--- src/rtl/bpwm_pkg.sv ---
// Package: shared types and helpers for the buffered PWM generator.
// Assumes the four divider exponents are passed in from the top parameters.
package bpwm_pkg;

    // Prescaler tap codes as seen on div_sel.
    typedef enum logic [1:0] {
        TAP_SLOWEST = 2'd0,
        TAP_SLOW    = 2'd1,
        TAP_FAST    = 2'd2,
        TAP_FASTEST = 2'd3
    } tap_e;

    // Returns the tick exponent for a tap code, plus one when div_slow is set.
    function automatic int unsigned tick_exp(
        input logic [1:0]  sel,
        input logic        slow,
        input int unsigned e0,
        input int unsigned e1,
        input int unsigned e2,
        input int unsigned e3
    );
        int unsigned e;
        case (tap_e'(sel))
            TAP_SLOWEST: e = e0;
            TAP_SLOW:    e = e1;
            TAP_FAST:    e = e2;
            default:     e = e3;
        endcase
        return e + (slow ? 1 : 0);
    endfunction

endpackage

--- src/rtl/bpwm_prescaler.sv ---
// Module: bpwm_prescaler
// Divides the system clock into a single-cycle tick every 2^e clocks.
// Assumes DIV_E0 is the largest exponent. The count is held at zero while
// stopped and is cleared on the start cycle, so the first tick comes 2^e
// edges after the start edge.
module bpwm_prescaler
    import bpwm_pkg::*;
#(
    parameter int unsigned DIV_E0 = 11,
    parameter int unsigned DIV_E1 = 7,
    parameter int unsigned DIV_E2 = 5,
    parameter int unsigned DIV_E3 = 3
) (
    input  logic       clk,
    input  logic       rst_n,
    input  logic       run,
    input  logic       start,
    input  logic [1:0] div_sel,
    input  logic       div_slow,
    output logic       tick
);

    localparam int unsigned PRE_W = DIV_E0 + 2;

    logic [PRE_W-1:0] pre_cnt;
    logic [PRE_W-1:0] limit;
    logic             at_limit;

    // Terminal count for the selected tap.
    always_comb begin
        limit = PRE_W'((64'd1 << tick_exp(div_sel, div_slow,
                        DIV_E0, DIV_E1, DIV_E2, DIV_E3)) - 64'd1);
    end

    // A tap change while running must never strand the count above the limit.
    assign at_limit = (pre_cnt >= limit);
    assign tick     = run & ~start & at_limit;

    // Prescaler count: cleared when stopped, on start, and at each tick.
    always_ff @(posedge clk) begin
        if (!rst_n) begin
            pre_cnt <= '0;
        end else if (!run || start || at_limit) begin
            pre_cnt <= '0;
        end else begin
            pre_cnt <= pre_cnt + 1'b1;
        end
    end

endmodule

--- src/rtl/bpwm_width_regs.sv ---
// Module: bpwm_width_regs
// Byte-wise width programming with a pending buffer and an active shadow.
// A high byte commits only after a low byte. A commit while stopped loads the
// shadow directly. A commit while running waits for a wrap that does not
// coincide with a commit.
module bpwm_width_regs #(
    parameter int unsigned CNT_W = 16
) (
    input  logic             clk,
    input  logic             rst_n,
    input  logic             run,
    input  logic             wrap,
    input  logic             wr_lo,
    input  logic             wr_hi,
    input  logic [7:0]       wr_data,
    output logic [CNT_W-1:0] shadow
);

    logic [7:0]       lo_hold;
    logic             lo_valid;
    logic [CNT_W-1:0] buf_q;
    logic             pending;
    logic             commit;
    logic [15:0]      pair;

    assign commit = wr_hi & lo_valid;
    assign pair   = {wr_data, lo_hold};

    // Low-byte holding register and its valid flag.
    always_ff @(posedge clk) begin
        if (!rst_n) begin
            lo_hold  <= '0;
            lo_valid <= 1'b0;
        end else if (wr_lo) begin
            lo_hold  <= wr_data;
            lo_valid <= 1'b1;
        end else if (wr_hi) begin
            lo_valid <= 1'b0;
        end
    end

    // Pending buffer: takes every running commit, drains at a clean wrap.
    always_ff @(posedge clk) begin
        if (!rst_n) begin
            buf_q   <= '0;
            pending <= 1'b0;
        end else if (commit) begin
            buf_q   <= pair[CNT_W-1:0];
            pending <= run;
        end else if (wrap && pending) begin
            pending <= 1'b0;
        end
    end

    // Active shadow: direct load while stopped, buffered load at a wrap.
    always_ff @(posedge clk) begin
        if (!rst_n) begin
            shadow <= '0;
        end else if (commit && !run) begin
            shadow <= pair[CNT_W-1:0];
        end else if (wrap && pending && !commit) begin
            shadow <= buf_q;
        end
    end

endmodule

--- src/rtl/bpwm_core.sv ---
// Module: bpwm_core
// Period counter, wrap interrupt, level flip-flop and output register.
// The output follows the counter compare one cycle late. It holds while
// stopped, and only a level write may move it then.
module bpwm_core #(
    parameter int unsigned CNT_W = 16
) (
    input  logic             clk,
    input  logic             rst_n,
    input  logic             run,
    input  logic             start,
    input  logic             tick,
    input  logic [CNT_W-1:0] width,
    input  logic             lvl_wr,
    input  logic             lvl_data,
    output logic             wrap,
    output logic             pwm_out,
    output logic             period_irq
);

    logic [CNT_W-1:0] cnt;
    logic             lvl;

    assign wrap = tick & (&cnt);

    // Period counter: cleared on start, advanced on each tick.
    always_ff @(posedge clk) begin
        if (!rst_n) begin
            cnt <= '0;
        end else if (start) begin
            cnt <= '0;
        end else if (tick) begin
            cnt <= cnt + 1'b1;
        end
    end

    // Period interrupt: one-cycle pulse after each wrap edge.
    always_ff @(posedge clk) begin
        if (!rst_n) begin
            period_irq <= 1'b0;
        end else begin
            period_irq <= wrap;
        end
    end

    // Level flip-flop: writable only while stopped.
    always_ff @(posedge clk) begin
        if (!rst_n) begin
            lvl <= 1'b0;
        end else if (lvl_wr && !run) begin
            lvl <= lvl_data;
        end
    end

    // Output register: compare while running, hold or force while stopped.
    always_ff @(posedge clk) begin
        if (!rst_n) begin
            pwm_out <= 1'b0;
        end else if (!run) begin
            if (lvl_wr) begin
                pwm_out <= lvl_data;
            end
        end else if (start) begin
            pwm_out <= lvl;
        end else begin
            pwm_out <= (cnt >= width) ? ~lvl : lvl;
        end
    end

endmodule

--- src/rtl/bufpwm16.sv ---
// Module: bufpwm16 (top)
// Double-buffered PWM generator with a programmable prescaler.
// Assumes 8 < CNT_W <= 16 and DIV_E0 >= DIV_E1, DIV_E2, DIV_E3.
module bufpwm16 #(
    parameter int unsigned CNT_W  = 16,
    parameter int unsigned DIV_E0 = 11,
    parameter int unsigned DIV_E1 = 7,
    parameter int unsigned DIV_E2 = 5,
    parameter int unsigned DIV_E3 = 3
) (
    input  logic        clk,
    input  logic        rst_n,
    input  logic        run,
    input  logic [1:0]  div_sel,
    input  logic        div_slow,
    input  logic        wr_lo,
    input  logic        wr_hi,
    input  logic [7:0]  wr_data,
    input  logic        lvl_wr,
    input  logic        lvl_data,
    output logic [15:0] rd_width,
    output logic        pwm_out,
    output logic        period_irq
);

    logic             run_q;
    logic             start;
    logic             tick;
    logic             wrap;
    logic [CNT_W-1:0] shadow;

    // Registered run, used to find the 0-to-1 start edge.
    always_ff @(posedge clk) begin
        if (!rst_n) begin
            run_q <= 1'b0;
        end else begin
            run_q <= run;
        end
    end

    assign start    = run & ~run_q;
    assign rd_width = 16'(shadow);

    bpwm_prescaler #(
        .DIV_E0 (DIV_E0),
        .DIV_E1 (DIV_E1),
        .DIV_E2 (DIV_E2),
        .DIV_E3 (DIV_E3)
    ) u_pre (
        .clk      (clk),
        .rst_n    (rst_n),
        .run      (run),
        .start    (start),
        .div_sel  (div_sel),
        .div_slow (div_slow),
        .tick     (tick)
    );

    bpwm_width_regs #(
        .CNT_W (CNT_W)
    ) u_wregs (
        .clk     (clk),
        .rst_n   (rst_n),
        .run     (run),
        .wrap    (wrap),
        .wr_lo   (wr_lo),
        .wr_hi   (wr_hi),
        .wr_data (wr_data),
        .shadow  (shadow)
    );

    bpwm_core #(
        .CNT_W (CNT_W)
    ) u_core (
        .clk        (clk),
        .rst_n      (rst_n),
        .run        (run),
        .start      (start),
        .tick       (tick),
        .width      (shadow),
        .lvl_wr     (lvl_wr),
        .lvl_data   (lvl_data),
        .wrap       (wrap),
        .pwm_out    (pwm_out),
        .period_irq (period_irq)
    );

endmodule

--- config.mk ---
export PLATFORM = sky130hd
export DESIGN_NAME = bufpwm16
export DESIGN_NICKNAME = d
export VERILOG_FILES = /design/src/rtl/bpwm_pkg.sv /design/src/rtl/bpwm_prescaler.sv /design/src/rtl/bpwm_width_regs.sv /design/src/rtl/bpwm_core.sv /design/src/rtl/bufpwm16.sv
export SDC_FILE = /design/constraint.sdc
export NUM_CORES = 1
export LEC_CHECK = 0
export ABC_AREA = 1
export ABC_CLOCK_PERIOD_IN_PS = 6950
export BUFFER_PORTS_ARGS = -buffer_cell sky130_fd_sc_hd__buf_2
export CORE_ASPECT_RATIO = 2
export CORE_MARGIN = 1
export CORE_UTILIZATION = 65
export DETAILED_ROUTE_END_ITERATION = 8
export PLACE_DENSITY = 0.94
export SYNTH_ARGS = -nofsm -noshare
export SYNTH_HDL_FRONTEND = slang
export SYNTH_SLANG_ARGS = --single-unit
--- constraint.sdc ---
create_clock -name clk -period 6.95 [get_ports clk]
set_clock_uncertainty 0.1 [all_clocks]
set_input_delay 0.695 -clock clk [delete_from_list [all_inputs] [get_ports clk]]
set_output_delay 0.695 -clock clk [all_outputs]
set_load 0.01 [all_outputs]
==> results.cfg <==
[cells_and_area]
nFillCells = 502
diodes = 0
drive_gt1_share_pct = 11.67
syn_to_final_growth_pct = 10.52
finalInstanceArea_mm2 = 0.004981
nNetsFinal = 728

[timing]
fin_crit_ns = 4.490
finalMaxSlewViolations = 0
rsz0062_at_grt = no
final.period_utilization_pct = 64.60
tightest_slew_ns = 0.9546
whs_ns = 0.3760
setup_viol = 0
fmax_mhz = 222.7
finalHoldViolCount = 0
maxSlewHeadroom_pct = 36.29
setup_tns_ns = 0

[clock_tree]
clock_latency_ns = 0.34
cts-resized-gates = 0
cts_hold_buffers = 0
cts_setup_buffers = 0
path_clk_slew_ns = 0.06
clockBufferDepth = 2
h-tree-depth = 3
cts_buffers = 9
cts_tree = yes
root_buffer = clkbuf_16
cts.sinks = 75

[die]
start_util_pct = 67.53
die_h_um = 119.8
rows = 42
dieWidth_um = 60.88
die_area_mm2 = 0.007291
core_mm2 = 0.006674
io_pins = 36

[routing]
first_pass_iters = 5
routed_via_density = 5.593
routedWlPerCell_um = 14.08
vias = 4279
wl_um = 10770
drcViolationCount = 0
drtAntennaViolNets = 0
dr.first_iter.drc_count = 198

[logic_synthesis]
synth_seq_cells = 75
synth_edf_count = 0
synthFlopType = dfxtp_1
synthTopCellsByCount = nand2_1 (120), inv_1 (92), dfxtp_1 (75)
synthArstFlopShare_pct = 0
syn_inst = 644
syn_area_mm2 = 0.004507
synth_top_area_share_pct = 33.31
synth-seq-area-share_pct = 33.31
yosysTopAreaCell = dfxtp_1
yosys.cell_types.count = 38
synth.most_common_cell = nand2_1
yosys-top-cells-area = dfxtp_1 (33%), ha_1 (11%), nand2_1 (10%)
ys_warn_count = 0
avgSynthCellArea_um2 = 6.998
synth_fp_nets = 700

[setup_path]
criticalPathCategory = input pin to flip-flop
slowest_stage = nand2_1
critPathArrivalTime_ns = 4.62
crit_top_cell = ha_1
path_max_fanout = 30
worstPathCellList = buf_2 -> inv_1 -> ha_1 -> inv_1 -> ha_1 -> inv_1 -> nor2_1 -> nand2_2 -> ha_1 -> nand3_2 -> nor3_2 -> nand2_1 -> xnor2_1 -> ha_1 -> a21oi_1 -> nand2_1 -> a21oi_1 -> nand2_2 -> nand4_1 -> nand2_1 -> a21oi_1 -> nor2_1
cp-start-kind = input pin
crit_family = simple AND/OR/NAND/NOR gates
cp-end-kind = flip-flop
critPathMaxStageDelay_ns = 0.53
critPathBufInv = 4
required_ns = 7.08

[place]
gp_congestion = 0.9914
dp_hpwl_um = 8102
detailed_place.area_mm2 = 0.004710
port_buffers = 35

[global_routing]
track_usage_pct = 33.56
grt_overflow = 0
grt_pass1_wl_um = 18450
antenna_found_initial = 0
grt_pass1_vias = 4383
grt_max_degree = 41

[job]
drv_cap = 0

[hold_path]
hp-class = flip-flop to flip-flop

[run_status]
status = complete, no violations

[pwr]
p_leak_nw = 2.270
irDropWorstVdd_v = 0.0001926
powerDensity_mw_per_mm2 = 210.2
## flip-flops by register name (all words and copies together), names as in the netlist
register / flops
u_wregs.shadow: 16
u_core.pwm_out: 1
u_pre.pre_cnt: 13
u_wregs.pending: 1
u_core.period_irq: 1
u_core.lvl: 1
u_wregs.buf_q: 16
u_wregs.lo_valid: 1
u_core.cnt: 16
run_q: 1
u_wregs.lo_hold: 8
## power breakdown
part / internal [W] / leakage [nW] / switching (W)
Sequential: 0.000446 / 0.611 / 0.0000102
Combinational: 0.0000599 / 1.53 / 0.000105
Clock: 0.000241 / 0.128 / 0.000185
Total: 0.000747 / 2.27 / 0.000300
## metal layers
layer / part of all wire [%] / track usage (%)
met4: 5.5 / 21.16
met5: 0 / 0
met1: 34 / 30.94
met2: 57 / 61.81
met3: 3.1 / 7.004
## per-stage QoR
stage	cells	utilization (%)	worst slack, ns	power, W
after global routing	765	74.63	1.969	0.001082
after detailed placement	749	70.57	2.171	0.0006269
final	765	74.63	2.460	0.001047
after global placement	749	70.57	2.359	0.0006179
after floorplan	644	-	3.067	0.0005849
after CTS	765	74.63	2.521	0.001045
## placed cells by master, fill, tap and decap left out, types with 4 or more instances in the layout
cell type  netlist  layout
nor3_1           9       9
o21ai_0         46      46
buf_2            0      35
nand2_2          6       6
nor2_2           5       5
ha_1            38      38
a21oi_1         63      63
nand2_1        120     120
nand3_2          7       7
inv_1           92      92
a31oi_1          4       4
nor2_1          71      71
nor4_1           4       4
clkbuf_16        0       9
dfxtp_1         75      75
xor2_1          14      14
nand3_1         38      38
xnor2_1          7       7
## layout make-up
cell class                 instances  area (um2)  share of cell area (%)
clock buffer                      10       229.0                   4.597
clock inverter                     6       42.54                  0.8541
inverter                          96       365.4                   7.335
multi-input combinational        455        2557                   51.34
sequential                        75        1501                   30.14
tap                               88       110.1                   2.211
timing repair buffer              35       175.2                   3.517
## final timing paths
| path | startpoint | end | slack [ns] | depth (start not counted) |
|---|---|---|---|---|
| worst min-delay path | u_wregs.lo_hold[5]$_SDFFE_PN0P_ | u_wregs.buf_q[5]$_SDFFE_PN0P_ | 0.38 | 2 |
| worst min register to register | u_wregs.lo_hold[5]$_SDFFE_PN0P_ | u_wregs.buf_q[5]$_SDFFE_PN0P_ | 0.38 | 2 |
| worst max register to register | u_core.cnt[1]$_SDFFE_PP0P_ | u_wregs.shadow[11]$_SDFFE_PN0P_ | 4.31 | 10 |
| worst max-delay path | div_sel[1] | u_wregs.shadow[2]$_SDFFE_PN0P_ | 2.46 | 22 |
## worst min-delay path: stages, from the launching register on
cell	delay [ns]
dfxtp_1	0.30
inv_1	0.07
a21oi_1	0.06
## kinds of logic after synthesis
group                    count (synthesis)  share of synthesized area [%]
AO/OA/AOI/OAI                          120                          13.83
XOR/XNOR                                22                          4.442
adder cells (fa/ha/maj)                 38                          10.55
buffers and inverters                  114                          9.939
flip-flops                              75                          33.31
multiplexers                             1                         0.2221
AND/OR/NAND/NOR                        274                          27.71
Power figures use the tool's default switching activity.
